### config.mk
export PLATFORM = sky130hd
export DESIGN_NAME = strap_resync_seq
export DESIGN_NICKNAME = d
export VERILOG_FILES = /design/src/rtl/strap_resync_pkg.sv /design/src/rtl/strap_resync_step_rom.sv /design/src/rtl/strap_resync_bus_port.sv /design/src/rtl/strap_resync_seq.sv
export SDC_FILE = /design/constraint.sdc
export NUM_CORES = 1
export LEC_CHECK = 0
export BUFFER_PORTS_ARGS = -buffer_cell sky130_fd_sc_hd__buf_2
export CAP_MARGIN = 0
export CORE_AREA = 2 2 169 171
export CTS_CLUSTER_SIZE = 24
export DETAILED_ROUTE_END_ITERATION = 8
export DIE_AREA = 0 0 171 173
export GPL_TIMING_DRIVEN = 0
export HOLD_SLACK_MARGIN = 0.12
export PLACE_DENSITY_LB_ADDON = 0.2
export SYNTH_ARGS = -nofsm -noshare
export SYNTH_HDL_FRONTEND = slang
export SYNTH_SLANG_ARGS = --single-unit
### constraint.sdc
create_clock -name clk -period 5.49 [get_ports clk]
set_input_delay 0 -clock clk [delete_from_list [all_inputs] [get_ports clk]]
set_output_delay 0 -clock clk [all_outputs]
set_load 0.01 [all_outputs]
### src/rtl/strap_resync_pkg.sv
package strap_resync_pkg;

   typedef enum logic [1:0] {
      K_WRITE = 2'd0,
      K_SKIP  = 2'd1,
      K_PULSE = 2'd2
   } step_kind_t;

   typedef enum logic [1:0] {
      S_IDLE = 2'd0,
      S_LOAD = 2'd1,
      S_WAIT = 2'd2
   } seq_state_t;

   // steps that follow the physical PHY block, relative to its end
   localparam int TAIL_PULSE = 0;
   localparam int TAIL_VADV  = 1;
   localparam int TAIL_VSPC  = 2;
   localparam int TAIL_VBCTL = 3;
   localparam int TAIL_MII   = 4;
   localparam int TAIL_LED   = 5;
   localparam int TAIL_FC0   = 6;
   localparam int NUM_FC     = 3;
   localparam int TAIL_STEPS = TAIL_FC0 + NUM_FC;

endpackage

### src/rtl/strap_resync_step_rom.sv
module strap_resync_step_rom
   import strap_resync_pkg::*;
#(
   parameter int ADDR_W         = 12,
   parameter int DATA_W         = 32,
   parameter int NUM_PHY        = 2,
   parameter int RST_AN_BIT     = 9,
   parameter int PHY_BASE       = 'h100,
   parameter int PHY_STRIDE     = 'h40,
   parameter int PHY_ADV_OFS    = 'h10,
   parameter int VPHY_BCTL_ADDR = 'h300,
   parameter int VPHY_ADV_ADDR  = 'h310,
   parameter int VPHY_SPC_ADDR  = 'h31C,
   parameter int MII_BCTL_ADDR  = 'h380,
   parameter int LED_ADDR       = 'h1BC,
   parameter int FC_BASE        = 'h1A0,
   parameter int FC_STRIDE      = 'h4,
   localparam int PHY_STEPS     = 2 * NUM_PHY,
   localparam int N_STEP        = PHY_STEPS + TAIL_STEPS,
   localparam int IDX_W         = $clog2(N_STEP + 1)
) (
   input  logic [IDX_W-1:0]          idx,
   input  logic                      ext_q,
   input  logic [NUM_PHY*DATA_W-1:0] phy_adv_dflt,
   input  logic [NUM_PHY*DATA_W-1:0] phy_bctl_dflt,
   input  logic [DATA_W-1:0]         vphy_adv_dflt,
   input  logic [DATA_W-1:0]         vphy_spc_dflt,
   input  logic [DATA_W-1:0]         vphy_bctl_dflt,
   input  logic [DATA_W-1:0]         mii_bctl_dflt,
   input  logic [DATA_W-1:0]         led_dflt,
   input  logic [NUM_FC*DATA_W-1:0]  fc_dflt,
   output step_kind_t                kind,
   output logic [ADDR_W-1:0]         addr,
   output logic [DATA_W-1:0]         data,
   output logic                      last
);

   localparam logic [DATA_W-1:0] AN_MASK = DATA_W'(1) << RST_AN_BIT;

   logic [NUM_PHY*ADDR_W-1:0] adv_a;
   logic [NUM_PHY*ADDR_W-1:0] bctl_a;
   logic [NUM_FC*ADDR_W-1:0]  fc_a;

   for (genvar g = 0; g < NUM_PHY; g++) begin : g_phy_addr
      assign bctl_a[g*ADDR_W +: ADDR_W] = ADDR_W'(PHY_BASE + g * PHY_STRIDE);
      assign adv_a[g*ADDR_W +: ADDR_W]  = ADDR_W'(PHY_BASE + g * PHY_STRIDE + PHY_ADV_OFS);
   end

   for (genvar g = 0; g < NUM_FC; g++) begin : g_fc_addr
      assign fc_a[g*ADDR_W +: ADDR_W] = ADDR_W'(FC_BASE + g * FC_STRIDE);
   end

   always_comb begin
      int i;
      int pi;
      int t;
      i    = int'(idx);
      pi   = i / 2;
      t    = i - PHY_STEPS;
      kind = K_WRITE;
      addr = '0;
      data = '0;
      if (i < PHY_STEPS) begin
         if (i % 2 == 0) begin
            addr = adv_a[pi*ADDR_W +: ADDR_W];
            data = phy_adv_dflt[pi*DATA_W +: DATA_W];
         end else begin
            addr = bctl_a[pi*ADDR_W +: ADDR_W];
            data = phy_bctl_dflt[pi*DATA_W +: DATA_W] | AN_MASK;
         end
         if (ext_q && pi == 0) kind = K_SKIP;
      end else begin
         case (t)
            TAIL_PULSE: kind = K_PULSE;
            TAIL_VADV: begin
               addr = ADDR_W'(VPHY_ADV_ADDR);
               data = vphy_adv_dflt;
            end
            TAIL_VSPC: begin
               addr = ADDR_W'(VPHY_SPC_ADDR);
               data = vphy_spc_dflt;
            end
            TAIL_VBCTL: begin
               addr = ADDR_W'(VPHY_BCTL_ADDR);
               data = vphy_bctl_dflt | AN_MASK;
            end
            TAIL_MII: begin
               addr = ADDR_W'(MII_BCTL_ADDR);
               data = mii_bctl_dflt;
            end
            TAIL_LED: begin
               addr = ADDR_W'(LED_ADDR);
               data = led_dflt;
            end
            default: begin
               if (t >= TAIL_FC0 && t < TAIL_STEPS) begin
                  addr = fc_a[(t-TAIL_FC0)*ADDR_W +: ADDR_W];
                  data = fc_dflt[(t-TAIL_FC0)*DATA_W +: DATA_W];
               end else begin
                  kind = K_SKIP;
               end
            end
         endcase
      end
   end

   assign last = (idx == IDX_W'(N_STEP - 1));

endmodule

### src/rtl/strap_resync_bus_port.sv
module strap_resync_bus_port #(
   parameter int ADDR_W = 12,
   parameter int DATA_W = 32
) (
   input  logic              clk,
   input  logic              rst,
   input  logic              load,
   input  logic [ADDR_W-1:0] addr_in,
   input  logic [DATA_W-1:0] data_in,
   input  logic              ack,
   output logic [ADDR_W-1:0] addr,
   output logic [DATA_W-1:0] data,
   output logic              wr
);

   always_ff @(posedge clk) begin
      if (rst) begin
         wr   <= 1'b0;
         addr <= '0;
         data <= '0;
      end else if (load && !wr) begin
         wr   <= 1'b1;
         addr <= addr_in;
         data <= data_in;
      end else if (wr && ack) begin
         wr <= 1'b0;
      end
   end

   // request and payload frozen until acknowledged
   a_r7_hold_until_ack: assert property (@(posedge clk) disable iff (rst)
      wr && !ack |=> wr && $stable(addr) && $stable(data));

   // an acknowledged request drops on the next edge
   a_r7_drop_on_ack: assert property (@(posedge clk) disable iff (rst)
      wr && ack |=> !wr);

endmodule

### src/rtl/strap_resync_seq.sv
module strap_resync_seq
   import strap_resync_pkg::*;
#(
   parameter int ADDR_W         = 12,
   parameter int DATA_W         = 32,
   parameter int NUM_PHY        = 2,
   parameter int RST_AN_BIT     = 9,
   parameter int PHY_BASE       = 'h100,
   parameter int PHY_STRIDE     = 'h40,
   parameter int PHY_ADV_OFS    = 'h10,
   parameter int VPHY_BCTL_ADDR = 'h300,
   parameter int VPHY_ADV_ADDR  = 'h310,
   parameter int VPHY_SPC_ADDR  = 'h31C,
   parameter int MII_BCTL_ADDR  = 'h380,
   parameter int LED_ADDR       = 'h1BC,
   parameter int FC_BASE        = 'h1A0,
   parameter int FC_STRIDE      = 'h4
) (
   input  logic                      clk,
   input  logic                      rst,
   input  logic                      start,
   input  logic                      ext_mii,
   input  logic [NUM_PHY*DATA_W-1:0] phy_adv_dflt,
   input  logic [NUM_PHY*DATA_W-1:0] phy_bctl_dflt,
   input  logic [DATA_W-1:0]         vphy_adv_dflt,
   input  logic [DATA_W-1:0]         vphy_spc_dflt,
   input  logic [DATA_W-1:0]         vphy_bctl_dflt,
   input  logic [DATA_W-1:0]         mii_bctl_dflt,
   input  logic [DATA_W-1:0]         led_dflt,
   input  logic [3*DATA_W-1:0]       fc_dflt,
   output logic [ADDR_W-1:0]         bus_addr,
   output logic [DATA_W-1:0]         bus_wdata,
   output logic                      bus_wr,
   input  logic                      bus_ack,
   output logic                      mgmt_rst,
   output logic                      done
);

   localparam int PHY_STEPS = 2 * NUM_PHY;
   localparam int N_STEP    = PHY_STEPS + TAIL_STEPS;
   localparam int IDX_W     = $clog2(N_STEP + 1);
   localparam logic [ADDR_W-1:0] P1_ADV  = ADDR_W'(PHY_BASE + PHY_ADV_OFS);
   localparam logic [ADDR_W-1:0] P1_BCTL = ADDR_W'(PHY_BASE);

   if (NUM_PHY < 1 || NUM_PHY > 8) begin : g_bad_phy_count
      $error("strap_resync_seq: NUM_PHY must lie in 1..8");
   end
   if (RST_AN_BIT < 0 || RST_AN_BIT >= DATA_W) begin : g_bad_an_bit
      $error("strap_resync_seq: RST_AN_BIT outside the data word");
   end
   if (ADDR_W < 1 || (1 << ADDR_W) <= VPHY_SPC_ADDR) begin : g_bad_addr_w
      $error("strap_resync_seq: ADDR_W too narrow for the address map");
   end

   seq_state_t         state;
   logic [IDX_W-1:0]   idx;
   logic               ext_q;
   step_kind_t         kind;
   logic [ADDR_W-1:0]  rom_addr;
   logic [DATA_W-1:0]  rom_data;
   logic               rom_last;
   logic               load;

   strap_resync_step_rom #(
      .ADDR_W(ADDR_W), .DATA_W(DATA_W), .NUM_PHY(NUM_PHY), .RST_AN_BIT(RST_AN_BIT),
      .PHY_BASE(PHY_BASE), .PHY_STRIDE(PHY_STRIDE), .PHY_ADV_OFS(PHY_ADV_OFS),
      .VPHY_BCTL_ADDR(VPHY_BCTL_ADDR), .VPHY_ADV_ADDR(VPHY_ADV_ADDR),
      .VPHY_SPC_ADDR(VPHY_SPC_ADDR), .MII_BCTL_ADDR(MII_BCTL_ADDR),
      .LED_ADDR(LED_ADDR), .FC_BASE(FC_BASE), .FC_STRIDE(FC_STRIDE)
   ) u_rom (
      .idx(idx), .ext_q(ext_q),
      .phy_adv_dflt(phy_adv_dflt), .phy_bctl_dflt(phy_bctl_dflt),
      .vphy_adv_dflt(vphy_adv_dflt), .vphy_spc_dflt(vphy_spc_dflt),
      .vphy_bctl_dflt(vphy_bctl_dflt), .mii_bctl_dflt(mii_bctl_dflt),
      .led_dflt(led_dflt), .fc_dflt(fc_dflt),
      .kind(kind), .addr(rom_addr), .data(rom_data), .last(rom_last)
   );

   assign load = (state == S_LOAD) && (kind == K_WRITE);

   strap_resync_bus_port #(.ADDR_W(ADDR_W), .DATA_W(DATA_W)) u_port (
      .clk(clk), .rst(rst), .load(load), .addr_in(rom_addr), .data_in(rom_data),
      .ack(bus_ack), .addr(bus_addr), .data(bus_wdata), .wr(bus_wr)
   );

   always_ff @(posedge clk) begin
      if (rst) begin
         state    <= S_IDLE;
         idx      <= '0;
         ext_q    <= 1'b0;
         done     <= 1'b0;
         mgmt_rst <= 1'b0;
      end else begin
         done     <= 1'b0;
         mgmt_rst <= 1'b0;
         case (state)
            S_IDLE: if (start) begin
               ext_q <= ext_mii;
               idx   <= '0;
               state <= S_LOAD;
            end
            S_LOAD: case (kind)
               K_SKIP:  idx <= idx + 1'b1;
               K_PULSE: begin
                  mgmt_rst <= 1'b1;
                  idx      <= idx + 1'b1;
               end
               default: state <= S_WAIT;
            endcase
            S_WAIT: if (bus_ack) begin
               if (rom_last) begin
                  state <= S_IDLE;
                  done  <= 1'b1;
               end else begin
                  idx   <= idx + 1'b1;
                  state <= S_LOAD;
               end
            end
            default: state <= S_IDLE;
         endcase
      end
   end

   logic is_bctl;
   always_comb begin
      is_bctl = (bus_addr == ADDR_W'(VPHY_BCTL_ADDR));
      for (int p = 0; p < NUM_PHY; p++)
         if (bus_addr == ADDR_W'(PHY_BASE + p * PHY_STRIDE)) is_bctl = 1'b1;
   end

   // every basic control write carries the restart-negotiation bit
   a_r4_restart_bit: assert property (@(posedge clk) disable iff (rst)
      bus_wr && is_bctl |-> bus_wdata[RST_AN_BIT]);

   // port 1 PHY untouched in external MII mode
   a_r5_skip_port1: assert property (@(posedge clk) disable iff (rst)
      bus_wr && ext_q |-> (bus_addr != P1_ADV) && (bus_addr != P1_BCTL));

   // management reset never overlaps a write
   a_r6_pulse_quiet: assert property (@(posedge clk) disable iff (rst)
      mgmt_rst |-> !bus_wr);

   // management reset is a single-cycle pulse
   a_r6_pulse_width: assert property (@(posedge clk) disable iff (rst)
      mgmt_rst |=> !mgmt_rst);

   // done lasts one cycle and comes with the bus quiet
   a_r9_done_single: assert property (@(posedge clk) disable iff (rst)
      done |-> !bus_wr ##1 !done);

   // done only follows an acknowledged write
   a_r9_done_after_ack: assert property (@(posedge clk) disable iff (rst)
      $rose(done) |-> $past(bus_wr && bus_ack));

endmodule

Word-level counts from Yosys, hierarchy flattened
Cells that the tools add are included.
Widths: inputs -> output; s select.
{"block": "word_totals", "reg_bits": 54, "inputBits": 389, "output_inout_bits": 47, "elab_cells": 86}
{"block": "op_classes", "addsub": 3, "multipliers": 2, "order_cmp": 3, "n_eq_ne": 15, "shifts": 6, "mux": 26, "bitwise_logic": 3, "n_reduce_logical": 20}
{"cell": "$pmux 32 s6", "count": 1}
{"cell": "$shiftx 64x9->32", "count": 2}
{"cell": "$logic_not 32->1", "count": 3}
{"cell": "$mux 32", "count": 3}
{"cell": "$shiftx 96x32->32", "count": 1}
{"cell": "$pmux 12 s6", "count": 1}
{"cell": "$eq 32x2->1 const B", "count": 2}
{"cell": "$eq 32x3->1 const B", "count": 2}
{"cell": "$shiftx 24x32->12 const A", "count": 2}
{"cell": "$mux 12", "count": 3}
{"cell": "$shiftx 36x32->12 const A", "count": 1}
{"cell": "$eq 32x1->1 const B", "count": 1}
{"cell": "$ge 32x4->1 const B", "count": 1}
{"cell": "$lt 32x5->1 const B", "count": 1}
{"cell": "$mul 32x3->30 const B", "count": 1}
{"cell": "$sub 32x4->32 const B", "count": 1}
{"cell": "$mux 4", "count": 4}
{"cell": "$pmux 4 s3", "count": 1}
{"cell": "$ne 2x2->1 const B", "count": 5}
{"cell": "$mux 2", "count": 4}
{"cell": "$mux 1", "count": 7}
{"cell": "$pmux 2 s3", "count": 1}
{"cell": "$logic_and 1x1->1", "count": 5}
{"cell": "$mul 3x2->5 const B", "count": 1}
{"cell": "other kinds (18)", "count": 24}

Depth between registers and ports, before layout
Gate-level depths: netlist of the first run.
{"block": "logic_depth", "word_depth": 10, "depth_mapped": 20, "ltp_nobuf": 14}

Hierarchy
Synthesis of the first run repeated with hierarchy kept, for this count alone.
{"block": "unflattened", "hier_cells": 725, "area_unflattened_um2": 6437.4}
{"module": "strap_resync_step_rom", "instances": 1, "cells_per_inst": 462, "area_each_um2": 3642.2}
{"module": "strap_resync_bus_port", "instances": 1, "cells_per_inst": 203, "area_each_um2": 2245.9}
{"module": "strap_resync_seq", "instances": 1, "cells_per_inst": 60, "area_each_um2": 549.3}

Worst setup path before layout of the first run
Ideal clock, no wire load.
{"block": "synth_timing", "path_kind": "register to register", "from": "reg idx[1]", "to": "reg u_port.addr[5]", "setup_time_ns": 0.079, "arrival_ns": 3.443, "path_slack_ns": 1.968, "stages_incl_launch_ff": 18, "path_cell_list": "dfxtp_1 > buf_6 > buf_8 > buf_4 > inv_1 > ha_1 > nor2_1 > o221a_2 > buf_4 > buf_6 > nor3b_1 > a41oi_1 > ha_1 > nand3b_1 > nor3_1 > nand4_1 > or4_1 > o211ai_1"}
{"block": "synth_between", "elab_chain_len": 9}
{"item": "start: declaration", "line": "strap_resync_seq.sv:56", "source": "logic [IDX_W-1:0] idx;"}
{"item": "start signal: assignment", "line": "strap_resync_seq.sv:103", "source": "K_SKIP: idx <= idx + 1'b1;"}
{"item": "start signal: assignment", "line": "strap_resync_seq.sv:106", "source": "idx <= idx + 1'b1;"}
{"item": "start signal: assignment", "line": "strap_resync_seq.sv:115", "source": "idx <= idx + 1'b1;"}
{"item": "parallel branches: the longest is 9 deep, another holds $sub 32x4->32"}
{"item": "end signal: assignment", "line": "strap_resync_bus_port.sv:23", "source": "addr <= addr_in;"}
{"item": "end: declaration", "line": "strap_resync_bus_port.sv:11", "source": "output logic [ADDR_W-1:0] addr,"}
Several ways; the timed one is not identified.
A chain may end at the register's enable or synchronous reset.

Final worst setup path of the first run
Ends and elaborated chain as after synthesis.

==> run_summary.xml, run 1 <==
<?xml version="1.0" encoding="UTF-8"?>
<metrics>
  <group name="routing">
    <metric name="route.detailed.wl_per_inst" unit="um">24.4</metric>
    <metric name="drt_first_iter_violations" unit="">652</metric>
    <metric name="top_layer" unit="">met4</metric>
    <metric name="route.detailed.drc" unit="">0</metric>
    <metric name="drt-pass1-iter-count" unit="">6</metric>
    <metric name="via_total_after_detailed_routing" unit="">7682</metric>
    <metric name="drt-vias-per-instance" unit="">5.12</metric>
    <metric name="detail-route-antenna-nets" unit="">0</metric>
    <metric name="met3WireLength" unit="mm">2.52</metric>
    <metric name="met1Wirelength" unit="mm">15.3</metric>
    <metric name="drt_wl_total" unit="mm">36.7</metric>
    <metric name="wl_met2" unit="mm">17.8</metric>
  </group>
  <group name="clocking">
    <metric name="cts_htree_levels" unit="">2</metric>
    <metric name="cts_root_buf" unit="">clkbuf_16</metric>
    <metric name="cts_tree" unit="">built</metric>
    <metric name="cts-root-to-sink-buffers" unit="">2</metric>
    <metric name="cts_post_setup_buffers_inserted" unit="">0</metric>
    <metric name="cts_sinks" unit="">54</metric>
    <metric name="clock_buffers_created_by_tritoncts" unit="">5</metric>
    <metric name="clock_pin_slew_reported_for_the_worst_setup_and_hold_paths_after_clock_tree_synthesis" unit="ns">0.08</metric>
    <metric name="clock_latency_on_the_worst_skew_pair" unit="ns">0.31</metric>
  </group>
  <group name="timing">
    <metric name="timing.final.setup_violations" unit="">0</metric>
    <metric name="finalSetupTns" unit="ns">0</metric>
    <metric name="timing.final.ws_setup" unit="ns">0.375</metric>
    <metric name="finalMaxSlewViolations" unit="">0</metric>
    <metric name="achievable-frequency" unit="MHz">196</metric>
    <metric name="worst_slew_margin_rel" unit="%">44.7</metric>
    <metric name="tightest_slew" unit="ns">0.829</metric>
    <metric name="finalHoldViolations" unit="">0</metric>
    <metric name="worst_hold_slack_after_final_layout" unit="ns">0.149</metric>
    <metric name="fin_crit_sh" unit="%">93.2</metric>
    <metric name="min_clock_period_post_route" unit="ns">5.12</metric>
    <metric name="rsz0062_at_grt" unit="">false</metric>
    <metric name="finalClockSkew" unit="ns">0.00810</metric>
  </group>
  <group name="yosys">
    <metric name="synth_xor_xnor_area_share" unit="%">1.01</metric>
    <metric name="ys_seq_elements" unit="">54</metric>
    <metric name="postSynth.asyncResetShare" unit="%">0</metric>
    <metric name="library_cell_with_the_largest_summed_area_after_synthesis" unit="">dfxtp_1</metric>
    <metric name="number_of_distinct_library_cells_after_synthesis" unit="">65</metric>
    <metric name="ys_top_cells_by_area" unit="">dfxtp_1 19%, mux4_2 12%, mux2i_1 6.1%, ha_1 5.5%, a222oi_1 4.9%</metric>
    <metric name="mapped_area" unit="mm2">0.00570</metric>
    <metric name="synth.yosys.warnings" unit="">0</metric>
    <metric name="synth_largest_type_area_fraction" unit="%">19.0</metric>
    <metric name="post_synth_fa_ha_maj_area_fraction" unit="%">6.19</metric>
    <metric name="yosys_most_used_dff" unit="">dfxtp_1</metric>
    <metric name="synthesis.nets" unit="">1078</metric>
    <metric name="number_of_enable_flip_flop_cells_after_synthesis" unit="">0</metric>
    <metric name="post_synthesis_instance_total" unit="">662</metric>
    <metric name="synth-seq-area-share" unit="%">19.0</metric>
    <metric name="yosys.area_share.simple" unit="%">15.9</metric>
    <metric name="combinational_family_with_the_most_area_after_synthesis" unit="">compound AO/OA/AOI/OAI gates</metric>
    <metric name="synth-compound-area-share" unit="%">31.4</metric>
    <metric name="syn_area_per_cell" unit="um2">8.61</metric>
    <metric name="muxShareOfSynthArea" unit="%">18.7</metric>
  </group>
  <group name="setup_path">
    <metric name="cp_data_arrival_time" unit="ns">5.28</metric>
    <metric name="critPathKind" unit="">flip-flop to flip-flop</metric>
    <metric name="crit_path_max_fanout" unit="">10</metric>
    <metric name="crit_required" unit="ns">5.66</metric>
    <metric name="worstSetupEndpointType" unit="">flip-flop</metric>
    <metric name="path_cells" unit="">buf_6 -&gt; buf_8 -&gt; buf_4 -&gt; buf_2 -&gt; nand2_1 -&gt; nand2_1 -&gt; ha_1 -&gt; o22a_1 -&gt; buf_4 -&gt; buf_4 -&gt; nor3b_1 -&gt; a41oi_1 -&gt; ha_1 -&gt; and3b_1 -&gt; clkbuf_1 -&gt; buf_1 -&gt; mux2i_1 -&gt; o211ai_1</metric>
    <metric name="worst_setup_path_start_kind" unit="">flip-flop</metric>
    <metric name="cpMaxStageDelayCell" unit="">buf_1</metric>
    <metric name="cp_slowest_stage_delay" unit="ns">0.69</metric>
    <metric name="critical_path.most_common_cell" unit="">buf_4</metric>
  </group>
  <group name="die">
    <metric name="start_util" unit="%">20.6</metric>
    <metric name="horizontal_extent_of_the_die" unit="um">171</metric>
    <metric name="coreArea" unit="mm2">0.0276</metric>
    <metric name="die-area" unit="mm2">0.0296</metric>
    <metric name="die_height" unit="um">173</metric>
    <metric name="placementRows" unit="">61</metric>
    <metric name="num_io_pins" unit="">436</metric>
  </group>
  <group name="cells_and_area">
    <metric name="layout_commonest_cell" unit="">buf_2</metric>
    <metric name="layout-drive-gt1-share" unit="%">45.5</metric>
    <metric name="mostFrequentLayoutCells" unit="">446 x buf_2, 69 x nand2_1, 54 x dfxtp_1, 50 x nor2_1, 39 x clkbuf_1</metric>
    <metric name="postLayoutCellArea" unit="mm2">0.00868</metric>
    <metric name="fin_nets" unit="">1534</metric>
    <metric name="area_growth" unit="%">52.4</metric>
  </group>
  <group name="job">
    <metric name="max_cap_viol_count" unit="">0</metric>
  </group>
  <group name="place">
    <metric name="pre_cts_ws" unit="ns">0.373</metric>
    <metric name="weighted_congestion_at_the_end_of_routability_driven_global_placement" unit="">0.934</metric>
    <metric name="postPlaceCellArea" unit="mm2">0.00833</metric>
    <metric name="numPortBuffers" unit="">431</metric>
    <metric name="detailed_place_hpwl" unit="mm">30.3</metric>
  </group>
  <group name="global_route">
    <metric name="global_route.usage.total" unit="%">23.5</metric>
    <metric name="grt_max_degree" unit="">17</metric>
    <metric name="grt_overflow" unit="">0</metric>
    <metric name="via_count_of_the_first_global_routing_pass" unit="">7815</metric>
    <metric name="grt_pass1_wl" unit="mm">50.9</metric>
    <metric name="antenna_violations_before_repair" unit="">5</metric>
  </group>
  <group name="worst_hold_path">
    <metric name="holdCritPathClass" unit="">primary input to flip-flop</metric>
  </group>
  <group name="status">
    <metric name="outcome" unit="">completed</metric>
  </group>
  <group name="power">
    <metric name="power_density" unit="mW/mm2">313</metric>
    <metric name="power.total" unit="mW">2.72</metric>
    <metric name="leak_pwr" unit="nW">3.73</metric>
    <metric name="irDropWorstVdd" unit="mV">0.131</metric>
  </group>
</metrics>
synth_stat cells, drive strengths merged (20+ instances only):
| cell | instances |
|---|---|
| nand2 | 69 |
| dfxtp | 54 |
| nor2 | 50 |
| clkbuf | 38 |
| buf | 36 |
| mux2i | 35 |
| o21ai | 33 |
| mux4 | 31 |
| a21oi | 29 |
| a222oi | 28 |
| ha | 25 |
| a221oi | 20 |
| a22oi | 20 |
sequential cells by signal (all words and copies together) (netlist names):
name / cells
u_port.data: 32
u_port.addr: 12
idx: 4
state: 2
done: 1
ext_q: 1
mgmt_rst: 1
u_port.wr: 1
worst max-delay path: cells and delay by family (launching register included):
kind	cells	cell delay, ns
buffers and inverters	8	2.71
AO/OA/AOI/OAI	3	0.58
AND/OR/NAND/NOR	4	0.50
flip-flops	1	0.49
adder cells (fa/ha/maj)	2	0.40
multiplexers	1	0.26
stage by stage:
| step | util, % | std cells |
|---|---|---|
| 4_1_cts | 31.4 | 1497 |
| 3_3_place_gp | 30.1 | 1471 |
| 3_5_place_dp | 30.1 | 1471 |
| 6_report | 31.4 | 1501 |
| 2_1_floorplan | - | 662 |
| 5_1_grt | 31.4 | 1500 |
worst paths after layout:
path	start	to	slack [ns]	cells after the start
max	idx[1]	u_port.addr[5]	0.37	18
min reg2reg	u_port.addr[0]	u_port.addr[0]	0.46	2
max reg2reg	idx[1]	u_port.addr[5]	0.37	18
min	fc_dflt[45]	u_port.data[13]	0.15	5
where the power goes:
part | switching [mW] | total, mW | internal (mW)
sequential | 0.0767 | 0.587 | 0.510
combinational | 1.05 | 1.75 | 0.694
clock | 0.166 | 0.383 | 0.216
cell families after synthesis:
family | count (synthesis)
compound gates | 229
buf+inv | 91
mux | 67
flops | 54
fa+ha+maj | 27
xor+xnor | 5
simple gates | 189
area by class of cell:
cell class                 count  area (um2)
buffer                        74         387
sequential                    54        1080
clock buffer                   6         129
timing repair buffer         449        2340
tap                          378         473
antenna                        4        10.0
multi-input combinational    517        4170
fill                        3084       18900
clock inverter                 2        37.5
inverter                      17        63.8
metal layers:
metal  up-vias  GRT usage [%]
li1       3559              -
met1      3727           29.4
met2       339           40.2
met3        57           4.39
met4         0           8.30
met5         -              0
repair_timing:
item                                    CTS  global route
hold buffers                             18             0
endpoints found under the hold margin    17             0
endpoints found under the setup margin    0             0
resized for setup                         0             0
(Power assumes the default switching activity.)
==> run 2: changes to the inputs <==
Settings changed: REMOVE_ABC_BUFFERS from default to 1.
==> run_summary.xml, run 2 (synthesized netlist as in run 1, its figures left out) <==
<?xml version="1.0" encoding="UTF-8"?>
<metrics>
  <group name="status">
    <metric name="outcome" unit="">finished with violations</metric>
    <metric name="violations" unit="">capacitance limit</metric>
  </group>
  <group name="setup_path">
    <metric name="worstSetupEndpointType" unit="">flip-flop</metric>
    <metric name="crit_path_max_fanout" unit="">41</metric>
    <metric name="critPathKind" unit="">flip-flop to flip-flop</metric>
    <metric name="cp_launch_point" unit="">idx[1]</metric>
    <metric name="cp_data_arrival_time" unit="ns">5.31</metric>
    <metric name="r2r_startpoint" unit="">idx[1]</metric>
    <metric name="crit_required" unit="ns">5.71</metric>
    <metric name="worst_setup_path_start_kind" unit="">flip-flop</metric>
  </group>
  <group name="place">
    <metric name="postPlaceCellArea" unit="mm2">0.00815</metric>
    <metric name="numPortBuffers" unit="">432</metric>
    <metric name="weighted_congestion_at_the_end_of_routability_driven_global_placement" unit="">0.780</metric>
    <metric name="placed_cells_incl_taps" unit="">1406</metric>
    <metric name="detailed_place_hpwl" unit="mm">23.9</metric>
  </group>
  <group name="timing">
    <metric name="timing.final.setup_violations" unit="">0</metric>
    <metric name="finalSetupTns" unit="ns">0</metric>
    <metric name="achievable-frequency" unit="MHz">196</metric>
    <metric name="worst_slew_margin_rel" unit="%">0.692</metric>
    <metric name="fin_crit_sh" unit="%">92.8</metric>
    <metric name="finalMaxSlewViolations" unit="">0</metric>
    <metric name="finalClockSkew" unit="ns">0.0124</metric>
    <metric name="min_clock_period_post_route" unit="ns">5.09</metric>
    <metric name="tightest_slew" unit="ns">1.48</metric>
    <metric name="rsz0062_at_grt" unit="">false</metric>
    <metric name="finalHoldViolations" unit="">0</metric>
    <metric name="worst_hold_slack_after_final_layout" unit="ns">0.125</metric>
  </group>
  <group name="routing">
    <metric name="drt_wl_total" unit="mm">31.3</metric>
    <metric name="drt-pass1-iter-count" unit="">5</metric>
    <metric name="drt_first_iter_violations" unit="">690</metric>
    <metric name="route.detailed.drc" unit="">0</metric>
    <metric name="detail-route-antenna-nets" unit="">0</metric>
    <metric name="drt-vias-per-instance" unit="">5.12</metric>
    <metric name="via_total_after_detailed_routing" unit="">7343</metric>
    <metric name="route.detailed.wl_per_inst" unit="um">21.8</metric>
  </group>
  <group name="global_route">
    <metric name="grt_overflow" unit="">0</metric>
    <metric name="antenna_violations_before_repair" unit="">2</metric>
    <metric name="grt_pass1_wl" unit="mm">45.2</metric>
    <metric name="via_count_of_the_first_global_routing_pass" unit="">7420</metric>
    <metric name="grt_max_degree" unit="">54</metric>
    <metric name="global_route.usage.total" unit="%">20.1</metric>
  </group>
  <group name="die">
    <metric name="start_util" unit="%">20.6</metric>
    <metric name="coreArea" unit="mm2">0.0276</metric>
    <metric name="die_height" unit="um">173</metric>
    <metric name="placementRows" unit="">61</metric>
    <metric name="die-area" unit="mm2">0.0296</metric>
    <metric name="horizontal_extent_of_the_die" unit="um">171</metric>
    <metric name="num_io_pins" unit="">436</metric>
  </group>
  <group name="cells_and_area">
    <metric name="fin_nets" unit="">1469</metric>
    <metric name="leading_registers_by_flop_count" unit="">u_port.data: 32 flops, u_port.addr: 12 flops, idx: 4 flops</metric>
    <metric name="layout_commonest_cell" unit="">buf_2</metric>
    <metric name="fillerInstances" unit="">3048</metric>
    <metric name="mostFrequentLayoutCells" unit="">432 x buf_2, 69 x nand2_1, 52 x dfxtp_1, 50 x nor2_1, 35 x mux2i_1</metric>
    <metric name="area_growth" unit="%">49.3</metric>
    <metric name="largest-register" unit="">u_port.data</metric>
    <metric name="largest_reg_flops" unit="">32</metric>
    <metric name="layout-drive-gt1-share" unit="%">47.1</metric>
    <metric name="postLayoutCellArea" unit="mm2">0.00851</metric>
    <metric name="layout.cells.non_filler" unit="">1434</metric>
  </group>
  <group name="job">
    <metric name="max_cap_viol_count" unit="">1</metric>
  </group>
  <group name="clocking">
    <metric name="cts_root_buf" unit="">clkbuf_16</metric>
    <metric name="cts-root-to-sink-buffers" unit="">2</metric>
    <metric name="clock_pin_slew_reported_for_the_worst_setup_and_hold_paths_after_clock_tree_synthesis" unit="ns">0.08</metric>
    <metric name="cts_sinks" unit="">54</metric>
    <metric name="cts_tree" unit="">built</metric>
    <metric name="clock_latency_on_the_worst_skew_pair" unit="ns">0.32</metric>
    <metric name="cts_post_setup_buffers_inserted" unit="">0</metric>
    <metric name="clock_buffers_created_by_tritoncts" unit="">5</metric>
    <metric name="cts_htree_levels" unit="">2</metric>
  </group>
  <group name="worst_hold_path">
    <metric name="min_from" unit="">fc_dflt[59]</metric>
    <metric name="holdCritPathClass" unit="">primary input to flip-flop</metric>
  </group>
  <group name="power">
    <metric name="power.total" unit="mW">2.60</metric>
    <metric name="irDropWorstVdd" unit="mV">0.207</metric>
    <metric name="power_density" unit="mW/mm2">306</metric>
    <metric name="leak_pwr" unit="nW">3.60</metric>
  </group>
</metrics>
[run 2: where the power goes]
part | internal [mW] | switching, mW
combinational | 0.716 | 0.910
sequential | 0.513 | 0.122
clock | 0.170 | 0.171
[run 2: routing by layer]
| layer | up-vias | GRT usage (%) | share of wire (%) |
|---|---|---|---|
| li1 | 3426 | - | - |
| met1 | 3563 | 24.9 | 41 |
| met2 | 325 | 36.8 | 51 |
| met3 | 29 | 2.86 | 6.3 |
| met4 | 0 | 4.10 | 1.4 |
| met5 | - | 0 | 0 |
[run 2: critical path: stages, from the launching register on]
cell      delay [ns]
dfxtp_4         0.55
buf_16          0.32
inv_1           0.19
ha_2            0.50
buf_12          0.25
nor2_1          0.09
o221a_2         0.53
nor3b_1         0.23
a41oi_1         0.31
ha_1            0.22
nand3b_1        0.29
buf_16          0.28
nor3_1          0.29
nand4_1         0.22
or4_1           0.55
o211ai_1        0.14
[run 2: cell type report]
type	instances	area [um2]	share of cell area [%]
diodes	2	5.00	0.0588
clock buffers	6	129	1.51
clock inverters	2	15.0	0.176
inverters	17	63.8	0.750
multi-input cells	517	4210	49.5
flip-flops and latches	54	1090	12.8
well taps	378	473	5.56
repair buffers	458	2520	29.6
[run 2: final timing paths]
path | slack (ns) | depth (start not counted) | endpoint
setup reg to reg | 0.40 | 15 | u_port.addr[5]
setup / recovery | 0.40 | 15 | u_port.addr[5]
hold / removal | 0.13 | 5 | u_port.data[27]
hold reg to reg | 0.47 | 2 | u_port.addr[0]
[run 2: timing repair]
item / CTS / global route
gates resized for setup: 2 / 3
endpoints found under the hold margin: 16 / 0
hold buffers: 18 / 0
setup endpoints to repair: 3 / 3
pin swaps: 0 / 0
[run 2: metrics by stage]
stage	setup slack, ns	util [%]
6_report	0.398	30.8
5_1_grt	0.0280	30.8
4_1_cts	0.172	30.7
3_5_place_dp	-0.124	29.5
3_3_place_gp	-4.98	28.8
2_1_floorplan	-1.18	-
